[src/rtl/uart_fifo_pkg.sv]
package uart_fifo_pkg;

  typedef enum logic {
    DMA_SINGLE = 1'b0,
    DMA_BLOCK  = 1'b1
  } dma_mode_e;

  // receive threshold in stored bytes
  function automatic int unsigned rx_level(input logic [1:0] sel, input int unsigned depth);
    case (sel)
      2'd0:    return 8;
      2'd1:    return 16;
      2'd2:    return depth - 8;
      default: return depth - 4;
    endcase
  endfunction

  // transmit threshold in free slots
  function automatic int unsigned tx_level(input logic [1:0] sel, input int unsigned depth);
    case (sel)
      2'd0:    return 8;
      2'd1:    return 16;
      2'd2:    return depth / 2;
      default: return depth - 8;
    endcase
  endfunction

endpackage

[src/rtl/fifo_ctrl_reg.sv]
module fifo_ctrl_reg
  import uart_fifo_pkg::*;
(
  input  logic       clk,
  input  logic       rst,
  input  logic       wr_en,
  input  logic [7:0] wr_data,
  input  logic       enh_en,
  output logic       fifo_en,
  output dma_mode_e  dma_mode,
  output logic [1:0] rx_sel,
  output logic [1:0] tx_sel,
  output logic       tx_flush,
  output logic       rx_flush
);

  localparam int BIT_EN    = 0;
  localparam int BIT_RXCLR = 1;
  localparam int BIT_TXCLR = 2;
  localparam int BIT_DMA   = 3;
  localparam int FLD_TX    = 4;
  localparam int FLD_RX    = 6;

  logic en_change;

  assign en_change = wr_en && (wr_data[BIT_EN] != fifo_en);
  assign tx_flush  = (wr_en && wr_data[BIT_TXCLR]) || en_change;
  assign rx_flush  = (wr_en && wr_data[BIT_RXCLR]) || en_change;

  always_ff @(posedge clk) begin
    if (rst) begin
      fifo_en  <= 1'b0;
      dma_mode <= DMA_SINGLE;
      rx_sel   <= 2'd0;
      tx_sel   <= 2'd0;
    end else if (wr_en) begin
      fifo_en  <= wr_data[BIT_EN];
      dma_mode <= dma_mode_e'(wr_data[BIT_DMA]);
      rx_sel   <= wr_data[FLD_RX +: 2];
      if (enh_en) tx_sel <= wr_data[FLD_TX +: 2];
    end
  end

  AST_TXSEL_HELD: assert property (@(posedge clk) disable iff (rst)
    (wr_en && !enh_en) |=> (tx_sel == $past(tx_sel)));

  AST_RXSEL_LOAD: assert property (@(posedge clk) disable iff (rst)
    wr_en |=> (rx_sel == $past(wr_data[FLD_RX +: 2])));

endmodule

[src/rtl/byte_fifo.sv]
module byte_fifo #(
  parameter int DEPTH = 64,
  parameter int DW    = 8
) (
  input  logic                       clk,
  input  logic                       rst,
  input  logic                       flush,
  input  logic                       limit_one,
  input  logic                       push,
  input  logic [DW-1:0]              push_data,
  input  logic                       pop,
  output logic [DW-1:0]              pop_data,
  output logic [$clog2(DEPTH+1)-1:0] count
);

  localparam int AW = $clog2(DEPTH);
  localparam int CW = $clog2(DEPTH+1);
  localparam logic [AW-1:0] LAST = AW'(DEPTH - 1);

  logic [DW-1:0] mem [DEPTH];
  logic [AW-1:0] wr_ptr, rd_ptr;
  logic [CW-1:0] cap;
  logic          do_push, do_pop;

  assign cap     = limit_one ? CW'(1) : CW'(DEPTH);
  assign do_push = push && !flush && (count < cap);
  assign do_pop  = pop && !flush && (count != '0);

  // storage: write port and registered read port, RAM friendly
  always_ff @(posedge clk) begin
    if (do_push) mem[wr_ptr] <= push_data;
  end

  always_ff @(posedge clk) begin
    if (rst)         pop_data <= '0;
    else if (do_pop) pop_data <= mem[rd_ptr];
  end

  always_ff @(posedge clk) begin
    if (rst || flush) begin
      wr_ptr <= '0;
      rd_ptr <= '0;
      count  <= '0;
    end else begin
      if (do_push) wr_ptr <= (wr_ptr == LAST) ? '0 : wr_ptr + 1'b1;
      if (do_pop)  rd_ptr <= (rd_ptr == LAST) ? '0 : rd_ptr + 1'b1;
      case ({do_push, do_pop})
        2'b10:   count <= count + 1'b1;
        2'b01:   count <= count - 1'b1;
        default: count <= count;
      endcase
    end
  end

  AST_CNT_LIMIT: assert property (@(posedge clk) disable iff (rst)
    count <= CW'(DEPTH));

  AST_FLUSH_EMPTY: assert property (@(posedge clk) disable iff (rst)
    flush |=> (count == '0));

  AST_FLUSH_KEEPS_OUT: assert property (@(posedge clk) disable iff (rst)
    flush |=> $stable(pop_data));

  AST_EMPTY_POP: assert property (@(posedge clk) disable iff (rst)
    (pop && !push && count == '0) |=> ($stable(pop_data) && count == '0));

  AST_SINGLE_SLOT: assert property (@(posedge clk) disable iff (rst)
    limit_one |-> (count <= CW'(1)));

endmodule

[src/rtl/fifo_ready_gen.sv]
module fifo_ready_gen
  import uart_fifo_pkg::*;
#(
  parameter int DEPTH = 64
) (
  input  logic                       fifo_en,
  input  dma_mode_e                  dma_mode,
  input  logic [1:0]                 rx_sel,
  input  logic [1:0]                 tx_sel,
  input  logic [$clog2(DEPTH+1)-1:0] rx_count,
  input  logic [$clog2(DEPTH+1)-1:0] tx_count,
  output logic                       rx_ready,
  output logic                       tx_ready
);

  logic rx_hit, tx_hit;

  always_comb begin
    rx_hit = 32'(rx_count) >= rx_level(rx_sel, DEPTH);
    tx_hit = (32'(DEPTH) - 32'(tx_count)) >= tx_level(tx_sel, DEPTH);
    if (fifo_en && dma_mode == DMA_BLOCK) begin
      rx_ready = rx_hit;
      tx_ready = tx_hit;
    end else begin
      rx_ready = (rx_count != '0);
      tx_ready = (tx_count == '0);
    end
  end

endmodule

[src/rtl/uart_fifo_pair.sv]
module uart_fifo_pair
  import uart_fifo_pkg::*;
#(
  parameter int DEPTH = 64,
  parameter int DW    = 8
) (
  input  logic                       clk,
  input  logic                       rst,
  input  logic                       cfg_we,
  input  logic [7:0]                 cfg_data,
  input  logic                       enh_en,
  input  logic                       tx_push,
  input  logic [DW-1:0]              tx_push_data,
  input  logic                       tx_pop,
  output logic [DW-1:0]              tx_pop_data,
  output logic [$clog2(DEPTH+1)-1:0] tx_count,
  output logic                       tx_ready,
  input  logic                       rx_push,
  input  logic [DW-1:0]              rx_push_data,
  input  logic                       rx_pop,
  output logic [DW-1:0]              rx_pop_data,
  output logic [$clog2(DEPTH+1)-1:0] rx_count,
  output logic                       rx_ready,
  output logic                       rx_overrun
);

  localparam int CW = $clog2(DEPTH+1);

  logic      fifo_en, tx_flush, rx_flush;
  dma_mode_e dma_mode;
  logic [1:0] rx_sel, tx_sel;
  logic [CW-1:0] rx_cap;

  fifo_ctrl_reg u_ctrl (
    .clk      (clk),
    .rst      (rst),
    .wr_en    (cfg_we),
    .wr_data  (cfg_data),
    .enh_en   (enh_en),
    .fifo_en  (fifo_en),
    .dma_mode (dma_mode),
    .rx_sel   (rx_sel),
    .tx_sel   (tx_sel),
    .tx_flush (tx_flush),
    .rx_flush (rx_flush)
  );

  byte_fifo #(.DEPTH(DEPTH), .DW(DW)) u_tx_fifo (
    .clk       (clk),
    .rst       (rst),
    .flush     (tx_flush),
    .limit_one (!fifo_en),
    .push      (tx_push),
    .push_data (tx_push_data),
    .pop       (tx_pop),
    .pop_data  (tx_pop_data),
    .count     (tx_count)
  );

  byte_fifo #(.DEPTH(DEPTH), .DW(DW)) u_rx_fifo (
    .clk       (clk),
    .rst       (rst),
    .flush     (rx_flush),
    .limit_one (!fifo_en),
    .push      (rx_push),
    .push_data (rx_push_data),
    .pop       (rx_pop),
    .pop_data  (rx_pop_data),
    .count     (rx_count)
  );

  fifo_ready_gen #(.DEPTH(DEPTH)) u_ready (
    .fifo_en  (fifo_en),
    .dma_mode (dma_mode),
    .rx_sel   (rx_sel),
    .tx_sel   (tx_sel),
    .rx_count (rx_count),
    .tx_count (tx_count),
    .rx_ready (rx_ready),
    .tx_ready (tx_ready)
  );

  // sticky overflow on the receive side
  assign rx_cap = fifo_en ? CW'(DEPTH) : CW'(1);

  always_ff @(posedge clk) begin
    if (rst) rx_overrun <= 1'b0;
    else if (rx_push && !rx_flush && rx_count >= rx_cap) rx_overrun <= 1'b1;
  end

  AST_OVR_STICKY: assert property (@(posedge clk) disable iff (rst)
    rx_overrun |=> rx_overrun);

  AST_SINGLE_TX_EMPTY: assert property (@(posedge clk) disable iff (rst)
    (dma_mode == DMA_SINGLE && tx_ready) |-> (tx_count == '0));

endmodule

[config.mk]
export PLATFORM = sky130hd
export DESIGN_NAME = uart_fifo_pair
export DESIGN_NICKNAME = d
export VERILOG_FILES = /design/src/rtl/uart_fifo_pkg.sv /design/src/rtl/fifo_ctrl_reg.sv /design/src/rtl/byte_fifo.sv /design/src/rtl/fifo_ready_gen.sv /design/src/rtl/uart_fifo_pair.sv
export SDC_FILE = /design/constraint.sdc
export NUM_CORES = 1
export LEC_CHECK = 0
export BUFFER_PORTS_ARGS = -buffer_cell sky130_fd_sc_hd__buf_2
export CAP_MARGIN = 20
export CORE_MARGIN = 2
export CORE_UTILIZATION = 35
export DETAILED_ROUTE_END_ITERATION = 10
export SYNTH_ARGS = -nofsm -noshare
export SYNTH_HDL_FRONTEND = slang
export SYNTH_SLANG_ARGS = --single-unit
[constraint.sdc]
create_clock -name clk -period 4.08 [get_ports clk]
set_input_delay 0.204 -clock clk [delete_from_list [all_inputs] [get_ports clk]]
set_output_delay 0.204 -clock clk [all_outputs]
set_load 0.01 [all_outputs]
-- After elaboration in Yosys (flattened, before gate mapping)
Memories as Yosys holds them, arrays and structs flattened. A register that Yosys moved wholly into a read port is not among the register bits.
Cells that the tools add are included.
- register bits after elaboration: 45
- bits in writable memories: 1024
- input port bits: 32
- output and inout bits: 33
- word-level logic and storage cells: 82
- memories: 2
- memories (name ; depth ; bits a word ; rd ports ; clocked after memory_dff ; write ports ; RTL line ; source):
    u_rx_fifo.mem ; 64 ; 8 ; 1 ; 1 ; 1 ; byte_fifo.sv:20 ; logic [DW-1:0] mem [DEPTH];
    u_tx_fifo.mem ; 64 ; 8 ; 1 ; 1 ; 1 ; byte_fifo.sv:20 ;
- add/subtract/negate cells: 9
- $lt $le $gt $ge: 5
- eq/ne operators: 13
- mux-type cells: 15
- reductions and logical operators: 27
- operators by type and width (cell ; number):
    case mux 6 bit (3 select lines) ; 2
    greater-or-equal comparator 32 x 6 -> 1 bit ; 1
    case mux 7 bit (2 select lines) ; 2
    adder 6 x 1 -> 6 bit (second input constant) ; 4
    equality test 6 bit (second input constant) ; 4
    two-way mux 6 bit ; 4
    adder 7 x 1 -> 7 bit (second input constant) ; 2
    < comparator 7 bit ; 2
    nonzero test 7 bit ; 2
    subtractor 7 x 1 -> 7 bit (second input constant) ; 2
    logical AND 1 bit ; 13
    equality test 2 x 1 -> 1 bit (second input constant) ; 4
    equality test 2 bit (second input constant) ; 4
    subtractor 7 x 7 -> 8 bit (first input constant) ; 1
    greater-or-equal comparator 7 x 6 -> 1 bit ; 1
    greater-or-equal comparator 7 bit ; 1
    zero test 7 bit ; 1
    two-way mux 7 bit ; 1
    two-way mux 1 bit ; 6
    zero test 2 bit ; 2
    logical OR 1 bit ; 4
    nonzero test 2 bit ; 2
    zero test 1 bit ; 2
    AND reduction 2 bit ; 1
    inequality test 1 bit ; 1

-- Depth between registers and ports, before layout
Gate-level depths: netlist of run 1.
- word-level depth: 8
- gate-level depth with buffers: 17
- depth with buffers taken out: 14

-- Hierarchy
Synthesis of run 1 repeated with hierarchy kept, for this count alone.
- cells, all modules: 2443
- area total of the unflattened synthesis: 43950.9 um^2
- modules (own cells, without submodules) (module ; times used ; cells an instance ; area each (um^2) ; seq. area each (um^2)):
    byte_fifo at u_rx_fifo ; 1 ; 1203 ; 21789.6 ; 15915.3
    byte_fifo at u_tx_fifo ; 1 ; 1164 ; 21488.1 ; 15915.3
    fifo_ready_gen ; 1 ; 41 ; 319.1 ; 0.0
    fifo_ctrl_reg ; 1 ; 24 ; 250.2 ; 120.1
    uart_fifo_pair ; 1 ; 11 ; 103.8 ; 20.0

-- Least setup slack after synthesis of run 1
No wires, ideal clock.
- kind: reg-to-reg
- from: register u_rx_fifo.count[3]
- to: register u_rx_fifo.count[4]
- library setup time: 0.070 ns
- data arrival time: 3.952 ns
- data required time: 4.010 ns
- path slack: 0.058 ns
- cell stages (with the launch flop): 18
- path buffers: 5
- period minus slack after synthesis: 4.022 ns
- path through: dfxtp_1 > buf_2 > or4_4 > or4_1 > and3_1 > buf_4 > buf_6 > ha_1 > clkbuf_1 > clkbuf_1 > xor2_1 > ha_1 > a21oi_1 > o21ai_0 > a211oi_1 > xor2_1 > or3_1 > a21oi_1
- word-level cells in the longest chain between the ends: 4
- elaborated cells on any way between the ends: 10
- those cells by class: 2 x add/sub; 1 x order compare; 2 x eq/ne; 1 x mux; 4 x reduce/logical
- ends and longest elaborated chain (item ; RTL line ; source):
    start: declaration ; byte_fifo.sv:13 ; output logic [$clog2(DEPTH+1)-1:0] count
    start signal: assignment ; byte_fifo.sv:48 ; 2'b10: count <= count + 1'b1;
    start signal: assignment ; byte_fifo.sv:49 ; 2'b01: count <= count - 1'b1;
    start signal: assignment ; byte_fifo.sv:50 ; default: count <= count;
    nonzero test 7 bit * ; byte_fifo.sv:27 ; assign do_pop = pop && !flush && (count != '0);
    logical AND 1 bit * ; byte_fifo.sv:27 ;
    net u_rx_fifo.do_pop ; byte_fifo.sv:23 ; logic do_push, do_pop;
    equality test 2 x 1 -> 1 bit / equality test 2 bit (equally long branches) ; byte_fifo.sv:47 ; case ({do_push, do_pop})
    case mux 7 bit (2 select lines) / nonzero test 2 bit (equally long branches) ; n/a ;
Mark *: on every way through the listed nets, which the timed path passes. The rest lies on a longest branch.
A chain may end at the register's enable or synchronous reset.

-- Worst setup path after layout of run 1
- from: register u_tx_fifo.count[1]
- to: register u_tx_fifo.count[6]
- word-level cells in the longest chain between the ends: 4
- elaborated cells on any way between the ends: 10
- those cells by class: 2 x add/sub; 1 x order compare; 2 x eq/ne; 1 x mux; 4 x reduce/logical
- ends and longest elaborated chain (item ; RTL line):
    start: declaration ; byte_fifo.sv:13
    start signal: assignment ; byte_fifo.sv:48
    start signal: assignment ; byte_fifo.sv:49
    start signal: assignment ; byte_fifo.sv:50
    < comparator 7 bit / nonzero test 7 bit (equally long branches) ; byte_fifo.sv:26, byte_fifo.sv:27
    logical AND 1 bit (on tied branches) ; byte_fifo.sv:26, byte_fifo.sv:27
    equality test 2 x 1 -> 1 bit / equality test 2 bit (equally long branches) ; byte_fifo.sv:47
    case mux 7 bit (2 select lines) / nonzero test 2 bit (equally long branches) ; n/a
Several ways; a longest one is shown, not always the timed one.

==> results of run 1 <==
## power breakdown
part | internal [W] | switching, W
combinational | 0.000281 | 0.000503
sequential | 0.0122 | 0.0000511
clock | 0.00560 | 0.00411
## sequential cells by signal, summed over array words and instances (netlist names)
signal	flops
u_tx_fifo.count	7
u_tx_fifo.pop_data	8
u_rx_fifo.wr_ptr	6
u_rx_fifo.rd_ptr	6
u_tx_fifo.rd_ptr	6
u_rx_fifo.pop_data	8
u_rx_fifo.mem	512
u_ctrl.dma_mode	1
rx_overrun	1
u_ctrl.tx_sel	2
u_tx_fifo.wr_ptr	6
u_tx_fifo.mem	512
u_ctrl.rx_sel	2
u_rx_fifo.count	7
u_ctrl.fifo_en	1
## cells in the mapped netlist (all sizes together) (13+ instances only)
cell / instances
inv: 15
dfxtp: 61
ha: 23
a211oi: 19
nand2: 61
o22ai: 25
a21oi: 26
xor2: 21
mux4: 236
nand3: 15
buf: 83
nand2b: 17
nor2: 200
mux2i: 137
edfxtp: 1024
nor3: 13
o21ai: 33
clkbuf: 51
mux2: 28
## routing by layer
metal,vias up,share of wire (%),wire length (um)
met1,11446,44,43920
met3,140,5.4,5344
met2,656,49,48420
met4,0,1.9,1846
li1,9465,-,-
met5,-,0,0
## through the flow
step           std cells  utilization [%]
2_1_floorplan       2263                -
3_3_place_gp        3907            37.15
3_5_place_dp        3907            37.15
4_1_cts             4121            40.11
5_1_grt             4121            40.11
6_report            4126            40.12
## timing repair
item,in CTS,in global routing
setup buffers,0,0
endpoints found under the hold margin,27,0
hold buffers,18,0
## final timing paths
path                                              to  cells after the start
worst max-delay path              u_tx_fifo.count[6]                     14
worst min-delay path            u_rx_fifo.mem[32][2]                      1
worst min register to register            rx_overrun                      2
worst max register to register    u_tx_fifo.count[6]                     14
## cell families (layout without fill, tap and decap cells)
group,count (synthesis),in the layout,synth area share (%)
buffers and inverters,149,370,1.561
AND/OR/NAND/NOR,379,379,4.168
other,0,5,0
multiplexers,401,401,16.14
adder cells (fa/ha/maj),23,23,0.6635
AO/OA/AOI/OAI,194,194,3.110
flip-flops,1085,1085,73.71
XOR/XNOR,32,32,0.6462
## critical path, stage by stage, from the launching register on
cell and delay (ns):
sky130_fd_sc_hd__dfxtp_1 0.29, sky130_fd_sc_hd__buf_4 0.16, sky130_fd_sc_hd__or4_4 0.56, sky130_fd_sc_hd__o41ai_2 0.21
sky130_fd_sc_hd__and4b_1 0.31, sky130_fd_sc_hd__inv_1 0.16, sky130_fd_sc_hd__ha_1 0.41, sky130_fd_sc_hd__xor2_1 0.22
sky130_fd_sc_hd__ha_1 0.23, sky130_fd_sc_hd__a21oi_1 0.32, sky130_fd_sc_hd__nand3b_1 0.13, sky130_fd_sc_hd__a2111oi_0 0.43
sky130_fd_sc_hd__a31oi_1 0.09, sky130_fd_sc_hd__xor2_1 0.14, sky130_fd_sc_hd__nor2_1 0.05
## final cells by class
type,count,area [um2],area share (%)
antenna,5,12.51,0.02529
clock buffer,131,2808,5.675
clock inverter,65,663.1,1.340
inverter,15,56.30,0.1138
multi-input combinational,1029,10730,21.68
sequential,1085,31990,64.66
tap,1637,2048,4.140
timing repair buffer,159,1166,2.357
==> results.toml, run 1 <==
[min_path]
timing.hold.worst.class = "in -> reg"
hp-start = "rx_push_data[2]"

[clock_network]
cts.root.buffer_cell = "sky130_fd_sc_hd__clkbuf_16"
postCtsResizedCells = 0
htreeDepth = 3
total_clock_buffers_created_by_cts = 106
cts_tree = "built"
numClockSinks = 1085
clk_latency_ns = 0.69
clk_transition_reported_paths_ns = 0.06
cts.path.max_buffers = 3

[detailed_routing]
drtIter0Drc = 2157
post_drt_wl_per_cell_um = 24.12
postRouteAntennaNets = 1
drc = 0
wl_mm = 99.53
post_drt_via_cell_ratio = 5.261
drt-pass1-iter-count = 5
num_vias = 21707

[critical_path]
timing.setup.critical_path_class = "reg -> reg"
crit_path_start = "u_tx_fifo.count[1]"
critical_path_arrival_ns = 4.40
r2r_start = "u_tx_fifo.count[1]"
cp_data_required_time_ns = 4.62
reg2reg_setup_slack_ns = 0.22
critical_path_peak_fanout = 16
start_kind = "flop"
critPathCaptureType = "flop"

[yosys]
asyncSetResetFlopFracSynth_pct = 0
syn_inst = 2263
avgSynthCellArea_um2 = 19.17
synth_top_area_share_pct = 70.89
synth_seq_cells = 1085
synthesis.area_um2 = 43370
yosys.cell_types.count = 67
number_of_enable_flip_flop_cells_after_synthesis = 1024
synthFlopType = "sky130_fd_sc_hd__edfxtp_1"
seq_area_frac_synth_pct = 73.71
syn_nets = 2318
netlist.top_cell.by_area = "sky130_fd_sc_hd__edfxtp_1"
yosysWarnings = 0
synth.area.top_cells = "sky130_fd_sc_hd__edfxtp_1 (71%), sky130_fd_sc_hd__mux4_2 (12%), sky130_fd_sc_hd__mux2i_1 (3.2%)"

[global_routing]
antenna_found_initial = 0
grt_pass1_vias = 22379
grtUsageMet3_pct = 2.315
grt_util_met1_pct = 22.00
global_route.usage.total_pct = 15.67
grt.overflow.total = 0
grt.met2_usage_pct = 25.77
pin_count_of_the_biggest_net_entering_global_routing = 65
grt_pass1_wl_mm = 149.1
grt_most_used_layer = "met2"

[sta]
fin_crit_sh_pct = 94.72
fmax_mhz = 258.8
final_period_minus_worst_setup_slack_ns = 3.865
final_hold_viol_count = 0
holdWs_ns = 0.05209
final.setup.worst_slack_ns = 0.2153
finalMaxSlewViolations = 0
timing_worst_slew_pin_value_ns = 1.014
timing.slew.headroom_pct = 32.34
timing.clock.skew_ns = 0.03501
grt_setup_unrepaired = "no"
fin_tns_setup_ns = 0
report.final.setup_viol = 0

[floorplan]
io_pins = 65
total_die_area_um2 = 126800
die_w_um = 356.0
start_util_pct = 35.17
core_area_um2 = 123300
fp.dieH_um = 356.0
std_cell_rows = 129

[outcome]
failing_checks = "antenna rules"
outcome = "finished, violations left"

[placed_design]
dp_worst_setup_slack_ns = 0.2739
post_dp_cell_area_um2 = 45810
hpwl_mm = 64.03
gp_congestion = 0.8228
port-buffer-count = 64

[power_and_ir_drop]
power_per_cell_area_nw_per_um2 = 459.9
irDropWorstVdd_mv = 0.3899
total_power_w = 0.02276
lkg_pwr_nw = 15.00

[finish]
most_common_library_cell_in_the_layout_ignoring_fill_and_taps = "sky130_fd_sc_hd__edfxtp_1"
fin_nets = 2451
final_layout_size_suffix_gt1_share_pct = 23.67
area_growth_pct = 14.07
post_route_cell_area_um2 = 49480
fillCellCount = 10891
commonest_cells_after_routing_fill_and_taps_aside = "sky130_fd_sc_hd__edfxtp_1 (1024), sky130_fd_sc_hd__mux4_2 (236), sky130_fd_sc_hd__nor2_1 (198)"

[job]
timing.max_cap.violations = 0
No activity file was read; power rests on OpenSTA's default activity.
==> inputs of run 2 (changes only) <==
BUFFER_PORTS_ARGS = unset   (was -buffer_cell sky130_fd_sc_hd__buf_2)
DONT_BUFFER_PORTS = 1   (was unset)
SLEW_MARGIN = 0   (was unset)
==> run 2 against run 1 <==
The flow now finishes without violations. Die area unchanged. Sequential share of layout area fell by 0.33 points. Wire length rose by 0.30%. Register-to-register slack gained 0.08 ns. Non-clock buffer count decreased by 35. Final cell count shrank 0.75%. Clock skew is 0.00090 ns lower. Final area rose by 0.51%. Core utilization increased by 0.20 points. Worst setup slack better by 0.082 ns. Fmax grew 2.2%. Combinational power up 2.9%. Critical endpoint unchanged. Largest power group unchanged.
==> results.toml, run 2 (synthesis gave the netlist of run 1 again) <==
[critical_path]
critical_path_arrival_ns = 4.36
crit_path_top_delay_cell = "sky130_fd_sc_hd__or4_4"
critPathBufInv = 1
critical_path_peak_fanout = 16
timing.setup.critical_path_class = "reg -> reg"
cp_cell_sequence = "or4_4 -> o41ai_2 -> and4b_1 -> inv_1 -> ha_2 -> xor2_1 -> ha_1 -> a21oi_1 -> nand3b_1 -> a2111oi_1 -> a31oi_1 -> xor2_1 -> nor2_1"
timing.rr.end = "u_tx_fifo.count[6]"
cpPeakStageDelay_ns = 0.57
reg2reg_setup_slack_ns = 0.30
crit_top_cell = "sky130_fd_sc_hd__xor2_1"
worstRegToRegCells = 13
timing.critical_path.max_delay_family = "compound AO/OA/AOI/OAI gates"
r2r_start = "u_tx_fifo.count[0]"
start_kind = "flop"
critPathCaptureType = "flop"
cp_data_required_time_ns = 4.66

[clock_network]
htreeDepth = 3
cts.path.max_buffers = 3
cts.root.buffer_cell = "sky130_fd_sc_hd__clkbuf_16"
cts_tree = "built"
clk_latency_ns = 0.73
numClockSinks = 1085
total_clock_buffers_created_by_cts = 111
clk_transition_reported_paths_ns = 0.06

[sta]
fmax_mhz = 264.4
timing.clock.skew_ns = 0.03411
fin_tns_setup_ns = 0
report.final.setup_viol = 0
timing.slew.headroom_pct = 34.08
finalMaxSlewViolations = 0
fin_crit_sh_pct = 92.71
final_period_minus_worst_setup_slack_ns = 3.782
grt_setup_unrepaired = "no"
timing_worst_slew_pin_value_ns = 0.9888
holdWs_ns = 0.08281
final_hold_viol_count = 0

[detailed_routing]
wl_mm = 99.83
post_drt_via_cell_ratio = 5.272
num_vias = 21587
drt-pass1-iter-count = 6
post_drt_wl_per_cell_um = 24.38
drc = 0
drtIter0Drc = 1809
postRouteAntennaNets = 0

[finish]
reg_top3 = "u_rx_fifo.mem x512, u_tx_fifo.mem x512"
diodes = 0
commonest_cells_after_routing_fill_and_taps_aside = "sky130_fd_sc_hd__edfxtp_1 (1024), sky130_fd_sc_hd__mux4_2 (236), sky130_fd_sc_hd__nor2_1 (198)"
area_growth_pct = 14.65
final_layout_size_suffix_gt1_share_pct = 21.52
fillCellCount = 10881
most_common_library_cell_in_the_layout_ignoring_fill_and_taps = "sky130_fd_sc_hd__edfxtp_1"
fin_nets = 2421

[power_and_ir_drop]
power.share.clock_pct = 42.4
cellInternalPower_w = 0.01791
lkg_pwr_nw = 14.96
power_per_cell_area_nw_per_um2 = 456.1
seqPwrFrac_pct = 54.1
switching_share_pct = 21.06
comb_power_share_pct = 3.6
p_sw_w = 0.004778
irDropWorstVdd_mv = 0.4301

[job]
timing.max_cap.violations = 0

[min_path]
min_delay_path_depth = 2
timing.hold.worst.class = "in -> reg"
hp-start = "rst"
holdPathEnd = "u_tx_fifo.wr_ptr[1]"

[floorplan]
total_die_area_um2 = 126800
die_w_um = 356.0
io_pins = 65
start_util_pct = 35.17
fp.dieH_um = 356.0
std_cell_rows = 129
core_area_um2 = 123300

[placed_design]
hpwl_mm = 61.15
port-buffer-count = 0
gp_congestion = 0.7891

[global_routing]
global_route.usage.total_pct = 15.75
antenna_found_initial = 1
pin_count_of_the_biggest_net_entering_global_routing = 70
grt.overflow.total = 0
grt_pass1_wl_mm = 148.3
grt_pass1_vias = 22389

[outcome]
outcome = "completed"
-- run 2: through the flow --
stage          instances  total power, W  area (um2)  setup slack (ns)  util [%]
6_report            4095         0.02268       49730            0.2975     40.33
5_1_grt             4095         0.02340       49730            0.1358     40.33
4_1_cts             4095         0.02292       49720            0.1214     40.32
3_3_place_gp        3838         0.01303       45440            0.3664     36.85
3_5_place_dp        3838         0.01304       45440            0.1443     36.85
2_1_floorplan       2263         0.01288       43370           0.05765         -
-- run 2: power by group through the flow --
stage / combinational, W / sequential (W) / clock [W]
floorplan: 0.000402 / 0.0125 / 0
global placement: 0.000529 / 0.0125 / 0
detailed placement: 0.000538 / 0.0125 / 0
CTS: 0.000821 / 0.0123 / 0.00983
global route: 0.000875 / 0.0123 / 0.0103
finish: 0.000807 / 0.0123 / 0.00961
-- run 2: area by class of cell --
class / count / area (um2) / area share [%]
repair buffers: 124 / 1426 / 2.868
well taps: 1637 / 2048 / 4.119
flip-flops and latches: 1085 / 31990 / 64.34
multi-input cells: 1029 / 10730 / 21.58
clock buffers: 144 / 2963 / 5.958
inverters: 15 / 56.30 / 0.1132
clock inverters: 61 / 506.7 / 1.019
-- run 2: worst max path at each step --
stage	slack [ns]	cells after the start	startpoint	endpoint
2_1_floorplan	0.06	17	u_rx_fifo.count[3]	u_rx_fifo.count[4]
3_3_place_gp	0.37	13	u_ctrl.fifo_en	u_tx_fifo.count[6]
3_5_place_dp	0.14	13	u_ctrl.fifo_en	u_tx_fifo.count[6]
4_1_cts	0.12	13	u_ctrl.fifo_en	u_tx_fifo.count[6]
5_1_grt	0.14	13	u_tx_fifo.count[0]	u_tx_fifo.count[6]
6_report	0.30	13	u_tx_fifo.count[0]	u_tx_fifo.count[6]
-- run 2: layer usage --
layer / share of wire (%) / routed length (um) / vias up / GRT usage (%)
li1: - / - / 9378 / -
met1: 43 / 43220 / 11375 / 21.62
met2: 48 / 48400 / 682 / 25.55
met3: 5.8 / 5780 / 152 / 2.858
met4: 2.4 / 2428 / 0 / 4.785
met5: 0 / 0 / - / 0
-- run 2: repair_timing --
item | CTS | global route
hold endpoints to repair | 1060 | 0
resized for setup | 0 | 3
buffers inserted | 0 | 0
hold buffers | 52 | 0
endpoints found under the setup margin | 0 | 1
